===== src/rtl/alu8_pkg.sv =====
package alu8_pkg;
   // Source of the adder's second operand, indexed by sel[1:0] on arithmetic codes
   typedef enum logic [1:0] {
      YSRC_ZERO = 2'b00,
      YSRC_B    = 2'b01,
      YSRC_NOTB = 2'b10,
      YSRC_ONES = 2'b11
   } ysrc_e;

   // Bitwise operation, indexed by sel[1:0] on logic codes
   typedef enum logic [1:0] {
      LOP_OR   = 2'b00,
      LOP_XOR  = 2'b01,
      LOP_AND  = 2'b10,
      LOP_NOTA = 2'b11
   } lop_e;
endpackage


===== src/rtl/alu8_cla_slice.sv =====
module alu8_cla_slice #(
   parameter int W         = 4,
   parameter bit LOOKAHEAD = 1'b1
) (
   input  logic [W-1:0] a_i,
   input  logic [W-1:0] b_i,
   input  logic         c_i,
   output logic [W-1:0] s_o,
   output logic         c_o
);
   logic [W-1:0] gen_w;
   logic [W-1:0] prop_w;
   logic [W:0]   cy;

   if (W < 1) begin : g_bad_width
      $error("alu8_cla_slice: W must be at least 1");
   end

   assign gen_w  = a_i & b_i;
   assign prop_w = a_i ^ b_i;

   if (LOOKAHEAD) begin : g_lookahead
      // Each carry is a flat sum of products of generate/propagate terms
      always_comb begin
         logic term;
         logic run;
         cy[0] = c_i;
         for (int i = 0; i < W; i++) begin
            term = 1'b0;
            run  = 1'b1;
            for (int j = i; j >= 0; j--) begin
               term = term | (run & gen_w[j]);
               run  = run & prop_w[j];
            end
            cy[i+1] = term | (run & c_i);
         end
      end
   end else begin : g_ripple
      always_comb begin
         cy[0] = c_i;
         for (int i = 0; i < W; i++) begin
            cy[i+1] = gen_w[i] | (prop_w[i] & cy[i]);
         end
      end
   end

   assign s_o = prop_w ^ cy[W-1:0];
   assign c_o = cy[W];
endmodule


===== src/rtl/alu8_slice_chain.sv =====
module alu8_slice_chain #(
   parameter int DATA_W    = 8,
   parameter int SLICE_W   = 4,
   parameter bit LOOKAHEAD = 1'b1
) (
   input  logic [DATA_W-1:0] a_i,
   input  logic [DATA_W-1:0] y_i,
   input  logic              c_i,
   output logic [DATA_W-1:0] s_o,
   output logic              c_o
);
   localparam int NSLICE = DATA_W / SLICE_W;

   if ((DATA_W % SLICE_W) != 0) begin : g_bad_split
      $error("alu8_slice_chain: DATA_W must be a multiple of SLICE_W");
   end

   logic [NSLICE:0] link;
   assign link[0] = c_i;

   for (genvar k = 0; k < NSLICE; k++) begin : g_slice
      alu8_cla_slice #(
         .W         (SLICE_W),
         .LOOKAHEAD (LOOKAHEAD)
      ) u_slice (
         .a_i (a_i[k*SLICE_W +: SLICE_W]),
         .b_i (y_i[k*SLICE_W +: SLICE_W]),
         .c_i (link[k]),
         .s_o (s_o[k*SLICE_W +: SLICE_W]),
         .c_o (link[k+1])
      );
   end

   assign c_o = link[NSLICE];
endmodule


===== src/rtl/alu8_operand_sel.sv =====
module alu8_operand_sel
   import alu8_pkg::*;
#(
   parameter int DATA_W = 8
) (
   input  logic [DATA_W-1:0] b_i,
   input  ysrc_e             mode_i,
   output logic [DATA_W-1:0] y_o
);
   always_comb begin
      unique case (mode_i)
         YSRC_ZERO: y_o = '0;
         YSRC_B:    y_o = b_i;
         YSRC_NOTB: y_o = ~b_i;
         YSRC_ONES: y_o = '1;
         default:   y_o = '0;
      endcase
   end
endmodule


===== src/rtl/alu8_bitwise.sv =====
module alu8_bitwise
   import alu8_pkg::*;
#(
   parameter int DATA_W = 8
) (
   input  logic [DATA_W-1:0] a_i,
   input  logic [DATA_W-1:0] b_i,
   input  lop_e              op_i,
   output logic [DATA_W-1:0] r_o
);
   always_comb begin
      unique case (op_i)
         LOP_OR:   r_o = a_i | b_i;
         LOP_XOR:  r_o = a_i ^ b_i;
         LOP_AND:  r_o = a_i & b_i;
         LOP_NOTA: r_o = ~a_i;
         default:  r_o = '0;
      endcase
   end
endmodule


===== src/rtl/alu8_reg_core.sv =====
module alu8_reg_core
   import alu8_pkg::*;
#(
   parameter int DATA_W    = 8,
   parameter int SLICE_W   = 4,
   parameter bit LOOKAHEAD = 1'b1
) (
   input  logic              clk,
   input  logic              rst,
   input  logic [DATA_W-1:0] a_in,
   input  logic [DATA_W-1:0] b_in,
   input  logic [2:0]        sel_in,
   input  logic              cin_in,
   output logic [DATA_W-1:0] f_out,
   output logic              cout_out
);
   if (SLICE_W < 1 || DATA_W < SLICE_W) begin : g_bad_cfg
      $error("alu8_reg_core: need 1 <= SLICE_W <= DATA_W");
   end

   // Input register stage
   logic [DATA_W-1:0] a_q;
   logic [DATA_W-1:0] b_q;
   logic [2:0]        sel_q;
   logic              cin_q;

   always_ff @(posedge clk) begin
      if (rst) begin
         a_q   <= '0;
         b_q   <= '0;
         sel_q <= '0;
         cin_q <= 1'b0;
      end else begin
         a_q   <= a_in;
         b_q   <= b_in;
         sel_q <= sel_in;
         cin_q <= cin_in;
      end
   end

   // Arithmetic path: A + Y + cin
   logic [DATA_W-1:0] y_w;
   logic [DATA_W-1:0] sum_w;
   logic              carry_w;
   logic [DATA_W-1:0] bit_w;

   alu8_operand_sel #(.DATA_W(DATA_W)) u_ysel (
      .b_i    (b_q),
      .mode_i (ysrc_e'(sel_q[1:0])),
      .y_o    (y_w)
   );

   alu8_slice_chain #(
      .DATA_W    (DATA_W),
      .SLICE_W   (SLICE_W),
      .LOOKAHEAD (LOOKAHEAD)
   ) u_adder (
      .a_i (a_q),
      .y_i (y_w),
      .c_i (cin_q),
      .s_o (sum_w),
      .c_o (carry_w)
   );

   // Logic path
   alu8_bitwise #(.DATA_W(DATA_W)) u_logic (
      .a_i  (a_q),
      .b_i  (b_q),
      .op_i (lop_e'(sel_q[1:0])),
      .r_o  (bit_w)
   );

   // Path select and output register stage
   logic [DATA_W-1:0] f_d;
   logic              c_d;
   assign f_d = sel_q[2] ? bit_w : sum_w;
   assign c_d = sel_q[2] ? 1'b0 : carry_w;

   always_ff @(posedge clk) begin
      if (rst) begin
         f_out    <= '0;
         cout_out <= 1'b0;
      end else begin
         f_out    <= f_d;
         cout_out <= c_d;
      end
   end

   // Assertions
   AST_RESET_CLEAR: assert property (@(posedge clk)
      rst |=> (f_out == '0 && !cout_out));

   AST_LOGIC_NO_CARRY: assert property (@(posedge clk) disable iff (rst)
      sel_q[2] |=> !cout_out);

   AST_ARITH_SUM: assert property (@(posedge clk) disable iff (rst)
      !sel_q[2] |=> ({cout_out, f_out} ==
         $past({1'b0, a_q} + {1'b0, y_w} + (DATA_W+1)'(cin_q))));

   AST_PASS_A: assert property (@(posedge clk) disable iff (rst)
      ({sel_q, cin_q} == 4'b0000 || {sel_q, cin_q} == 4'b0111)
      |=> f_out == $past(a_q));

   AST_NOT_A: assert property (@(posedge clk) disable iff (rst)
      sel_q == 3'b111 |=> f_out == ~$past(a_q));

   AST_XOR_OP: assert property (@(posedge clk) disable iff (rst)
      sel_q == 3'b101 |=> f_out == ($past(a_q) ^ $past(b_q)));
endmodule


===== config.mk =====
export PLATFORM = sky130hd
export DESIGN_NAME = alu8_reg_core
export DESIGN_NICKNAME = d
export VERILOG_FILES = /design/src/rtl/alu8_pkg.sv /design/src/rtl/alu8_cla_slice.sv /design/src/rtl/alu8_slice_chain.sv /design/src/rtl/alu8_operand_sel.sv /design/src/rtl/alu8_bitwise.sv /design/src/rtl/alu8_reg_core.sv
export SDC_FILE = /design/constraint.sdc
export NUM_CORES = 1
export LEC_CHECK = 0
export ABC_AREA = 1
export BUFFER_PORTS_ARGS = -buffer_cell sky130_fd_sc_hd__buf_2
export CORE_MARGIN = 2
export CORE_UTILIZATION = 56
export DETAILED_ROUTE_END_ITERATION = 10
export HOLD_SLACK_MARGIN = 0.1
export MAX_ROUTING_LAYER = met4
export PLACE_DENSITY = 0.78
export SYNTH_ARGS = -nofsm -noshare
export SYNTH_HDL_FRONTEND = slang
export SYNTH_HIERARCHICAL = 1
export SYNTH_SLANG_ARGS = --single-unit

===== constraint.sdc =====
create_clock -name clk -period 2.58 [get_ports clk]
set_input_delay 0.258 -clock clk [delete_from_list [all_inputs] [get_ports clk]]
set_output_delay 0.258 -clock clk [all_outputs]
set_load 0.02 [all_outputs]

==> results.toml, run 1 <==
[setup_path]
slowest_delay_ns = 0.39
worst_setup_path_start_kind = "flop"
crit_chain = "inv_1 -> nand2_1 -> nand2_1 -> ha_1 -> nand2_2 -> nand3_1 -> nand3_1 -> nand2_1 -> fa_1 -> xor2_1 -> nor2_1 -> nor2_1"
startpoint = "b_q[1]$_SDFF_PP0_"
cpMostUsedCell = "nand2_1"
crit_required_ns = 2.80
arrival_ns = 2.31
cp-end-kind = "flop"
crit_type = "flop to flop"
r2r_start = "b_q[1]$_SDFF_PP0_"
slowest_stage = "fa_1"
critPathMaxFanout = 4

[timing]
max_slew_margin_pct = 64.5
finalHoldViolations = 0
clock.fmax_mhz = 478
rsz0062_at_grt = "no"
period_minus_slack_ns = 2.09
min_period_over_period_pct = 81.0
final.setup.tns_ns = 0
setup_viol = 0
worstMarginPinSlew_ns = 0.532
drv_slew = 0
finalClockSkew_ns = 0.00438

[clocking]
cts_tree = "done"
hold_buffers = 0
cts_inserted_buffers = 5
h-tree-depth = 2
cts.sinks = 29
ctsResizeCount = 0
root_buffer = "clkbuf_4"
clk_latency_ns = 0.32
clk_pin_slew_ns = 0.09
clockBufferDepth = 2
cts_setup_buffers = 0

[finish]
drive_gt1_share_pct = 17.7
utilization_pct = 65.4
nNetsFinal = 375
area_growth_pct = 11.8
diodes = 0

[worst_hold_path]
min_path_type = "input pin to flop"
hold_path.startpoint = "b_in[5]"

[logic_synthesis]
netlist.area_leader.share_pct = 29.5
ys_types = 23
syn_area_sq_um = 1970
ys_ff_latch = 29
async_flop_share_pct = 0
ys_seq_area_share_pct = 29.5
synth.avg_cell_area_sq_um = 6.67
synth_edf_count = 0
yosys.area.top_type = "dfxtp_1"
syn_nets = 343
yosysWarnings = 6
synth_commonest_cells = "73 x nand2_1, 62 x inv_1, 38 x nor2_1, 29 x dfxtp_1"
synth_area_leaders = "dfxtp_1 30%, ha_1 15%, nand2_1 14%"
synth_ff_type = "dfxtp_1"
syn_inst = 295
synth.most_common_cell = "nand2_1"

[route]
drt_wl_total_mm = 3.70
ant_nets = 0
vias = 1733
wl_per_cell_microns = 9.90
drtIter0Drc = 95
drcViolationCount = 0
drt-pass1-iter-count = 5
vias_per_cell = 4.63

[power]
irDropWorstVdd_mv = 0.240
p_per_area_nw_per_um2 = 481
power.total_mw = 1.06
p_leak_nw = 1.31

[die]
initial_core_util_pct = 58.5
die_h_microns = 63.3
core-area_sq_um = 3360
pin_count = 31
dieArea_sq_um = 4000
die_w_microns = 63.3
rows = 21

[grt]
grt_pass1_wl_mm = 6.80
grt_util_all_layers_pct = 22.0
grt_max_degree = 22
grt_pass1_vias = 1680
grt-ovfl-total = 0
antenna_found_initial = 0

[run]
drv_cap = 0

[placement]
port_buffers = 30
gp_congestion = 0.842
hpwl_mm = 2.79

[run_status]
status = "finished clean"
-- worst max-delay path, delay by kind of cell (launching register included) --
family	cells	cell delay, ns
flops	1	0.38
xor+xnor	1	0.15
simple gates	8	0.66
buf+inv	1	0.06
fa+ha+maj	2	0.74
-- placed cells by master, fill, tap and decap left out --
cell type / netlist / layout
buf_4: 0 / 3
clkinv_2: 1 / 2
nor2_2: 2 / 2
nand2_4: 1 / 1
dfxtp_1: 29 / 29
ha_1: 24 / 24
clkinv_4: 1 / 1
a21oi_1: 2 / 2
nand3_1: 24 / 24
or2_0: 2 / 2
inv_1: 62 / 62
clkbuf_4: 0 / 5
clkbuf_8: 0 / 2
nand2_1: 73 / 73
buf_2: 3 / 30
nand4_1: 12 / 12
nand2_2: 2 / 2
inv_4: 2 / 2
xnor2_1: 1 / 1
inv_2: 8 / 8
fa_1: 2 / 2
xor2_1: 1 / 1
nor2_1: 38 / 38
-- sequential cells by signal, indices dropped and copies added (netlist names) --
| signal | count |
|---|---|
| cin_q | 1 |
| a_q | 8 |
| sel_q | 3 |
| b_q | 8 |
| f_out | 8 |
| cout_out | 1 |
-- power breakdown --
part / switching (mW) / internal, mW
Sequential: 0.0239 / 0.478
Combinational: 0.146 / 0.0960
Clock: 0.155 / 0.158
Total: 0.325 / 0.732
-- through the flow --
step                worst slack (ns)  std cells  hold slack [ns]  area [sq um]
global placement               0.615        366            0.456          2130
CTS                            0.533        374            0.116          2200
global route                   0.282        374            0.126          2200
finish                         0.490        374            0.128          2200
floorplan                      0.595        295            0.365          1970
detailed placement             0.548        366            0.463          2130
-- layout make-up --
| class | count | area [sq um] |
|---|---|---|
| clock buffers | 7 | 65.1 |
| fillers | 320 | 1160 |
| clock inverters | 1 | 5.00 |
| inverters | 74 | 289 |
| flip-flops and latches | 29 | 581 |
| multi-input cells | 184 | 1030 |
| well taps | 46 | 57.6 |
| repair buffers | 33 | 173 |
-- routing by layer --
layer	part of all wire (%)	vias up	track usage (%)	routed length [microns]
met1	48	741	26.2	1780
met4	0.86	0	9.78	32
met5	0	-	-	0
met2	46	49	35.6	1710
li1	-	939	-	-
met3	4.9	4	5.00	182
-- worst paths after layout --
| kind | endpoint | slack, ns | cells after the start |
|---|---|---|---|
| max | f_out[5]$_SDFF_PP0_ | 0.49 | 12 |
| min | b_q[5]$_SDFF_PP0_ | 0.13 | 3 |
| max reg2reg | f_out[5]$_SDFF_PP0_ | 0.49 | 12 |
| min reg2reg | cout_out$_SDFF_PP0_ | 0.66 | 1 |
-- cell families (layout without fill, tap and decap cells) --
kind of cell / count (synthesis) / after routing / synth area share, %
simple gates: 154 / 154 / 33.6
compound gates: 2 / 2 / 0.509
fa+ha+maj: 26 / 26 / 17.3
buf+inv: 82 / 115 / 18.2
xor+xnor: 2 / 2 / 0.891
flops: 29 / 29 / 29.5
(Power assumes the default switching activity.)
==> run 2, diff against run 1 <==
--- a/config.mk
+++ b/config.mk
@@ -5,14 +5,14 @@
 export SDC_FILE = /design/constraint.sdc
 export NUM_CORES = 1
 export LEC_CHECK = 0
-export ABC_AREA = 1
+export ABC_AREA = 0
 export BUFFER_PORTS_ARGS = -buffer_cell sky130_fd_sc_hd__buf_2
 export CORE_MARGIN = 2
-export CORE_UTILIZATION = 56
+export CORE_UTILIZATION = 50
 export DETAILED_ROUTE_END_ITERATION = 10
 export HOLD_SLACK_MARGIN = 0.1
 export MAX_ROUTING_LAYER = met4
-export PLACE_DENSITY = 0.78
+export PLACE_DENSITY = 0.75
 export SYNTH_ARGS = -nofsm -noshare
 export SYNTH_HDL_FRONTEND = slang
 export SYNTH_HIERARCHICAL = 1
==> constraint.sdc (replaced) <==
create_clock -name clk -period 1.7 [get_ports clk]
set_input_delay 0.17 -clock clk [delete_from_list [all_inputs] [get_ports clk]]
set_output_delay 0.17 -clock clk [all_outputs]
set_load 0.02 [all_outputs]
==> results.toml, run 2 <==
[logic_synthesis]
synth.avg_cell_area_sq_um = 11.0
synth_commonest_cells = "29 x dfxtp_1, 28 x inv_1, 24 x ha_1, 20 x nor2b_1"
yosysWarnings = 6
async_flop_share_pct = 0
ys_ff_latch = 29
netlist.area_leader.share_pct = 33.5
syn_nets = 206
synth_ff_type = "dfxtp_1"
syn_inst = 158
ys_types = 18
synth_edf_count = 0
ys_seq_area_share_pct = 33.5
synth_area_leaders = "dfxtp_1 33%, ha_1 17%, mux4_2 10%"
synth.most_common_cell = "dfxtp_1"
syn_area_sq_um = 1730
yosys.area.top_type = "dfxtp_1"

[run]
drv_cap = 0

[timing]
max_slew_margin_pct = 62.5
period_minus_slack_ns = 2.31
fin_hold_ws_ns = 0.0882
rsz0062_at_grt = "yes"
finalClockSkew_ns = 0.00563
fin_ws_ns = -0.606
clock.fmax_mhz = 434
worstMarginPinSlew_ns = 0.561
setup_viol = 7
drv_slew = 0
finalHoldViolations = 0
min_period_over_period_pct = 136

[finish]
layout.cells.most_common = "buf_2"
area_growth_pct = 34.0
drive_gt1_share_pct = 37.6
diodes = 0
nNetsFinal = 277
top_regs = "a_q x8, b_q x8, f_out x8"
final_cell_mix = "30 x buf_2, 28 x inv_1, 24 x dfxtp_1"

[setup_path]
r2r_start = "b_q[0]$_SDFF_PP0_"
reg2reg_depth = 10
worstReg2RegEnd = "f_out[7]$_SDFF_PP0_"
crit_type = "flop to flop"
worst_setup_path_start_kind = "flop"
cp-end-kind = "flop"
arrival_ns = 2.49
critPathMaxFanout = 2
r2r_slack_ns = -0.61
crit_required_ns = 1.88
startpoint = "b_q[0]$_SDFF_PP0_"
endpoint = "f_out[7]$_SDFF_PP0_"

[power]
irDropWorstVdd_mv = 0.504
p_per_area_nw_per_um2 = 687
p_leak_nw = 1.19

[die]
die_h_microns = 62.9
initial_core_util_pct = 52.0
dieArea_sq_um = 3960
core-area_sq_um = 3340
rows = 21
pin_count = 31
die_w_microns = 62.9

[grt]
antenna_found_initial = 0
gr-usage-met1_pct = 19.8
busiest_layer = "met2"
grt_pass1_wl_mm = 5.49
grt_pass1_vias = 1332
grt_util_all_layers_pct = 18.4
met3_usage_pct = 3.96
grt-ovfl-total = 0
grt_max_degree = 30
use_met2_pct = 32.2

[run_status]
violations = "setup timing"
status = "finished with violations"

[clocking]
root_buffer = "clkbuf_4"
h-tree-depth = 2
cts.sinks = 29
clk_latency_ns = 0.31
clk_pin_slew_ns = 0.08
clockBufferDepth = 2
cts_tree = "done"
cts_inserted_buffers = 5

[route]
vias = 1273
drt_wl_total_mm = 3.22
vias_per_cell = 4.63
drtIter0Drc = 12
drcViolationCount = 0
drt-pass1-iter-count = 4
ant_nets = 0
wl_per_cell_microns = 11.7

[worst_hold_path]
min_path_type = "input pin to flop"

[placement]
hpwl_mm = 2.19
gp_congestion = 0.761
place_ws_ns = -0.563
port_buffers = 30
## run 2: changes by cell type after synthesis, moves of 12 or more
| cell | before | now |
|---|---|---|
| nand3_1 | 24 | 0 |
| inv_1 | 62 | 28 |
| nor2b_1 | 0 | 20 |
| nor2_1 | 38 | 8 |
| nand4_1 | 12 | 0 |
| nand2_1 | 73 | 0 |
## run 2: through the flow
| step | TNS [ns] | cell area, sq um | power, mW | instances | util (%) |
|---|---|---|---|---|---|
| 2_1_floorplan | -2.01 | 1770 | 1.03 | 158 | - |
| 3_3_place_gp | -2.47 | 2040 | 1.13 | 244 | 61.0 |
| 3_5_place_dp | -2.74 | 2040 | 1.15 | 244 | 61.0 |
| 4_1_cts | -2.74 | 2300 | 1.60 | 273 | 69.0 |
| 5_1_grt | -3.54 | 2320 | 1.69 | 275 | 69.6 |
| 6_report | -2.95 | 2320 | 1.60 | 275 | 69.6 |
## run 2: cell type report
type	instances	area, sq um
multi-input cells	95	1030
inverters	28	105
fillers	254	1010
well taps	46	57.6
clock buffers	7	55.1
repair buffers	70	493
flip-flops and latches	29	587
## run 2: metal layers
layer  wire (microns)  vias up  part of all wire, %
met2             1700       29                   53
li1                 -      654                    -
met3               94        6                  2.9
met1             1370      584                   42
met4               59        0                  1.8
met5                0        -                    0
## run 2: cells by family (layout without fill, tap and decap cells)
group | Yosys count | after routing | synth area share (%)
fa+ha+maj | 26 | 26 | 19.6
simple gates | 29 | 29 | 9.67
xor+xnor | 6 | 6 | 3.03
buf+inv | 34 | 105 | 9.81
mux | 24 | 24 | 20.2
flops | 29 | 29 | 33.5
compound gates | 10 | 10 | 4.18
## run 2: timing repair
action / in CTS / in global routing
buffers inserted: 5 / 2
pin swaps: 2 / 3
setup endpoints to repair: 6 / 7
gates resized for setup: 1 / 3
endpoints found under the hold margin: 17 / 0
hold buffers: 17 / 0
## run 2: power breakdown
part | internal (mW) | switching [mW]
clock network | 0.195 | 0.211
logic | 0.244 | 0.184
registers | 0.729 | 0.0332
## run 2: how the worst min path moves through the flow
stage | cells past startpoint | slack [ns] | from | to
2_1_floorplan | 1 | 0.30 | b_in[0] | b_q[0]$_SDFF_PP0_
3_3_place_gp | 2 | 0.38 | b_in[1] | b_q[1]$_SDFF_PP0_
3_5_place_dp | 2 | 0.38 | a_in[1] | a_q[1]$_SDFF_PP0_
4_1_cts | 2 | 0.10 | b_in[0] | b_q[0]$_SDFF_PP0_
5_1_grt | 2 | 0.10 | b_in[0] | b_q[0]$_SDFF_PP0_
6_report | 2 | 0.09 | b_in[0] | b_q[0]$_SDFF_PP0_
## run 2: worst max-delay path: stages (launching register included)
cell	delay (ns)
dfxtp_2	0.35
mux2_4	0.32
ha_4	0.21
a21o_1	0.16
a31o_1	0.22
a21o_1	0.19
a21o_1	0.18
a31o_1	0.21
xor2_1	0.15
mux2i_1	0.12
nor2_1	0.06
==> run 3, diff against run 2 <==
--- a/config.mk
+++ b/config.mk
@@ -8,11 +8,11 @@
 export ABC_AREA = 0
 export BUFFER_PORTS_ARGS = -buffer_cell sky130_fd_sc_hd__buf_2
 export CORE_MARGIN = 2
-export CORE_UTILIZATION = 50
+export CORE_UTILIZATION = 55
 export DETAILED_ROUTE_END_ITERATION = 10
 export HOLD_SLACK_MARGIN = 0.1
 export MAX_ROUTING_LAYER = met4
-export PLACE_DENSITY = 0.75
+export PLACE_DENSITY = 0.78
 export SYNTH_ARGS = -nofsm -noshare
 export SYNTH_HDL_FRONTEND = slang
 export SYNTH_HIERARCHICAL = 1
==> constraint.sdc (replaced) <==
create_clock -name clk -period 2.2 [get_ports clk]
set_input_delay 0.11 -clock clk [delete_from_list [all_inputs] [get_ports clk]]
set_output_delay 0.11 -clock clk [all_outputs]
set_load 0.02 [all_outputs]
==> results.toml, run 3 (synthesized netlist as in run 2, its figures left out) <==
[clocking]
cts_tree = "done"
root_buffer = "clkbuf_4"
clk_latency_ns = 0.32
clockBufferDepth = 2
cts_inserted_buffers = 5
h-tree-depth = 2
clk_pin_slew_ns = 0.09
cts.sinks = 29

[timing]
rsz0062_at_grt = "yes"
finalClockSkew_ns = 0.00280
clock.fmax_mhz = 434
fin_ws_ns = -0.106
finalHoldViolations = 0
setup_viol = 4
min_period_over_period_pct = 105
period_minus_slack_ns = 2.31
drv_slew = 0
worstMarginPinSlew_ns = 0.540
max_slew_margin_pct = 63.9
final.setup.tns_ns = -0.241

[setup_path]
cp-end-kind = "flop"
crit_type = "flop to flop"
worst_setup_path_start_kind = "flop"
crit_required_ns = 2.40
critPathMaxFanout = 2
arrival_ns = 2.51

[finish]
fin_area_sq_um = 2230
final_cell_mix = "30 x buf_2, 28 x inv_1, 24 x dfxtp_1"
drive_gt1_share_pct = 31.8
top_regs = "a_q x8, b_q x8, f_out x8"
layout.cells.most_common = "buf_2"
area_growth_pct = 28.6
utilization_pct = 73.7
diodes = 0
fill_cells = 228
nNetsFinal = 265

[power]
p_leak_nw = 1.12
p_per_area_nw_per_um2 = 546
power.total_mw = 1.22
irDropWorstVdd_mv = 0.389

[placement]
port_buffers = 30
hpwl_mm = 2.23
gp_congestion = 0.761
place_area_sq_um = 1940

[route]
vias = 1222
wl_per_cell_microns = 12.2
drtIter0Drc = 20
vias_per_cell = 4.68
drt-pass1-iter-count = 4
drcViolationCount = 0
ant_nets = 0
drt_wl_total_mm = 3.18

[grt]
grt_max_degree = 30
grt-ovfl-total = 0
grt_util_all_layers_pct = 21.9
grt_pass1_vias = 1291
antenna_found_initial = 0
grt_pass1_wl_mm = 5.50

[die]
die_h_microns = 60.2
rows = 20
core-area_sq_um = 3030
initial_core_util_pct = 57.3
pin_count = 31
dieArea_sq_um = 3620
die_w_microns = 60.2

[run_status]
status = "finished with violations"
violations = "setup timing"

[run]
drv_cap = 0

[worst_hold_path]
min_path_type = "input pin to flop"
run 3: cell types whose count changed in the layout (fill, tap and decap cells not counted), sizes merged:
cell	before	now
dlygate4sd3	17	20
buf	53	38
run 3: repair_timing:
item / CTS / global route
endpoints found under the setup margin: 5 / 5
pin swaps: 0 / 1
gates resized for setup: 4 / 1
hold endpoints to repair: 20 / 0
hold buffers: 20 / 0
buffers inserted: 2 / 0
run 3: layer usage:
layer | track usage, % | wire, microns
met4 | 8.57 | 56
met3 | 6.71 | 131
met2 | 38.2 | 1560
met1 | 22.8 | 1430
met5 | - | 0
run 3: layout make-up:
type	count	area (sq um)	area share, %
multi-input cells	95	1020	45.7
flip-flops and latches	29	587	26.3
repair buffers	58	410	18.4
inverters	28	105	4.71
clock buffers	7	55.1	2.47
well taps	44	55.1	2.47
run 3: where the power goes:
group	internal (mW)	switching (mW)
registers	0.564	0.0262
logic	0.168	0.134
clock network	0.151	0.175
total	0.882	0.335
run 3: per-stage QoR:
| step | setup WS (ns) | std cells | hold slack [ns] |
|---|---|---|---|
| floorplan | -0.0000624 | 158 | 0.238 |
| global placement | -0.0703 | 232 | 0.317 |
| detailed placement | -0.174 | 232 | 0.326 |
| CTS | -0.101 | 261 | 0.235 |
| global route | -0.188 | 261 | 0.260 |
| finish | -0.106 | 261 | 0.231 |
run 3: final timing paths:
check / start / endpoint / slack, ns / cells past startpoint
hold / removal: rst / f_out[4]$_SDFF_PP0_ / 0.23 / 2
hold reg to reg: sel_q[2]$_SDFF_PP0_ / f_out[6]$_SDFF_PP0_ / 0.77 / 2
setup reg to reg: b_q[0]$_SDFF_PP0_ / f_out[7]$_SDFF_PP0_ / -0.11 / 10
setup / recovery: b_q[0]$_SDFF_PP0_ / f_out[7]$_SDFF_PP0_ / -0.11 / 10
run 3: worst max-delay path: stages (launching register included):
cell and delay, ns:
dfxtp_2 0.35, mux2_4 0.32, ha_4 0.21, a21o_1 0.16, a31o_1 0.22, a21o_1 0.19, a21o_1 0.18, a31o_1 0.20
xor2_1 0.16, mux2i_1 0.14, nor2_1 0.05
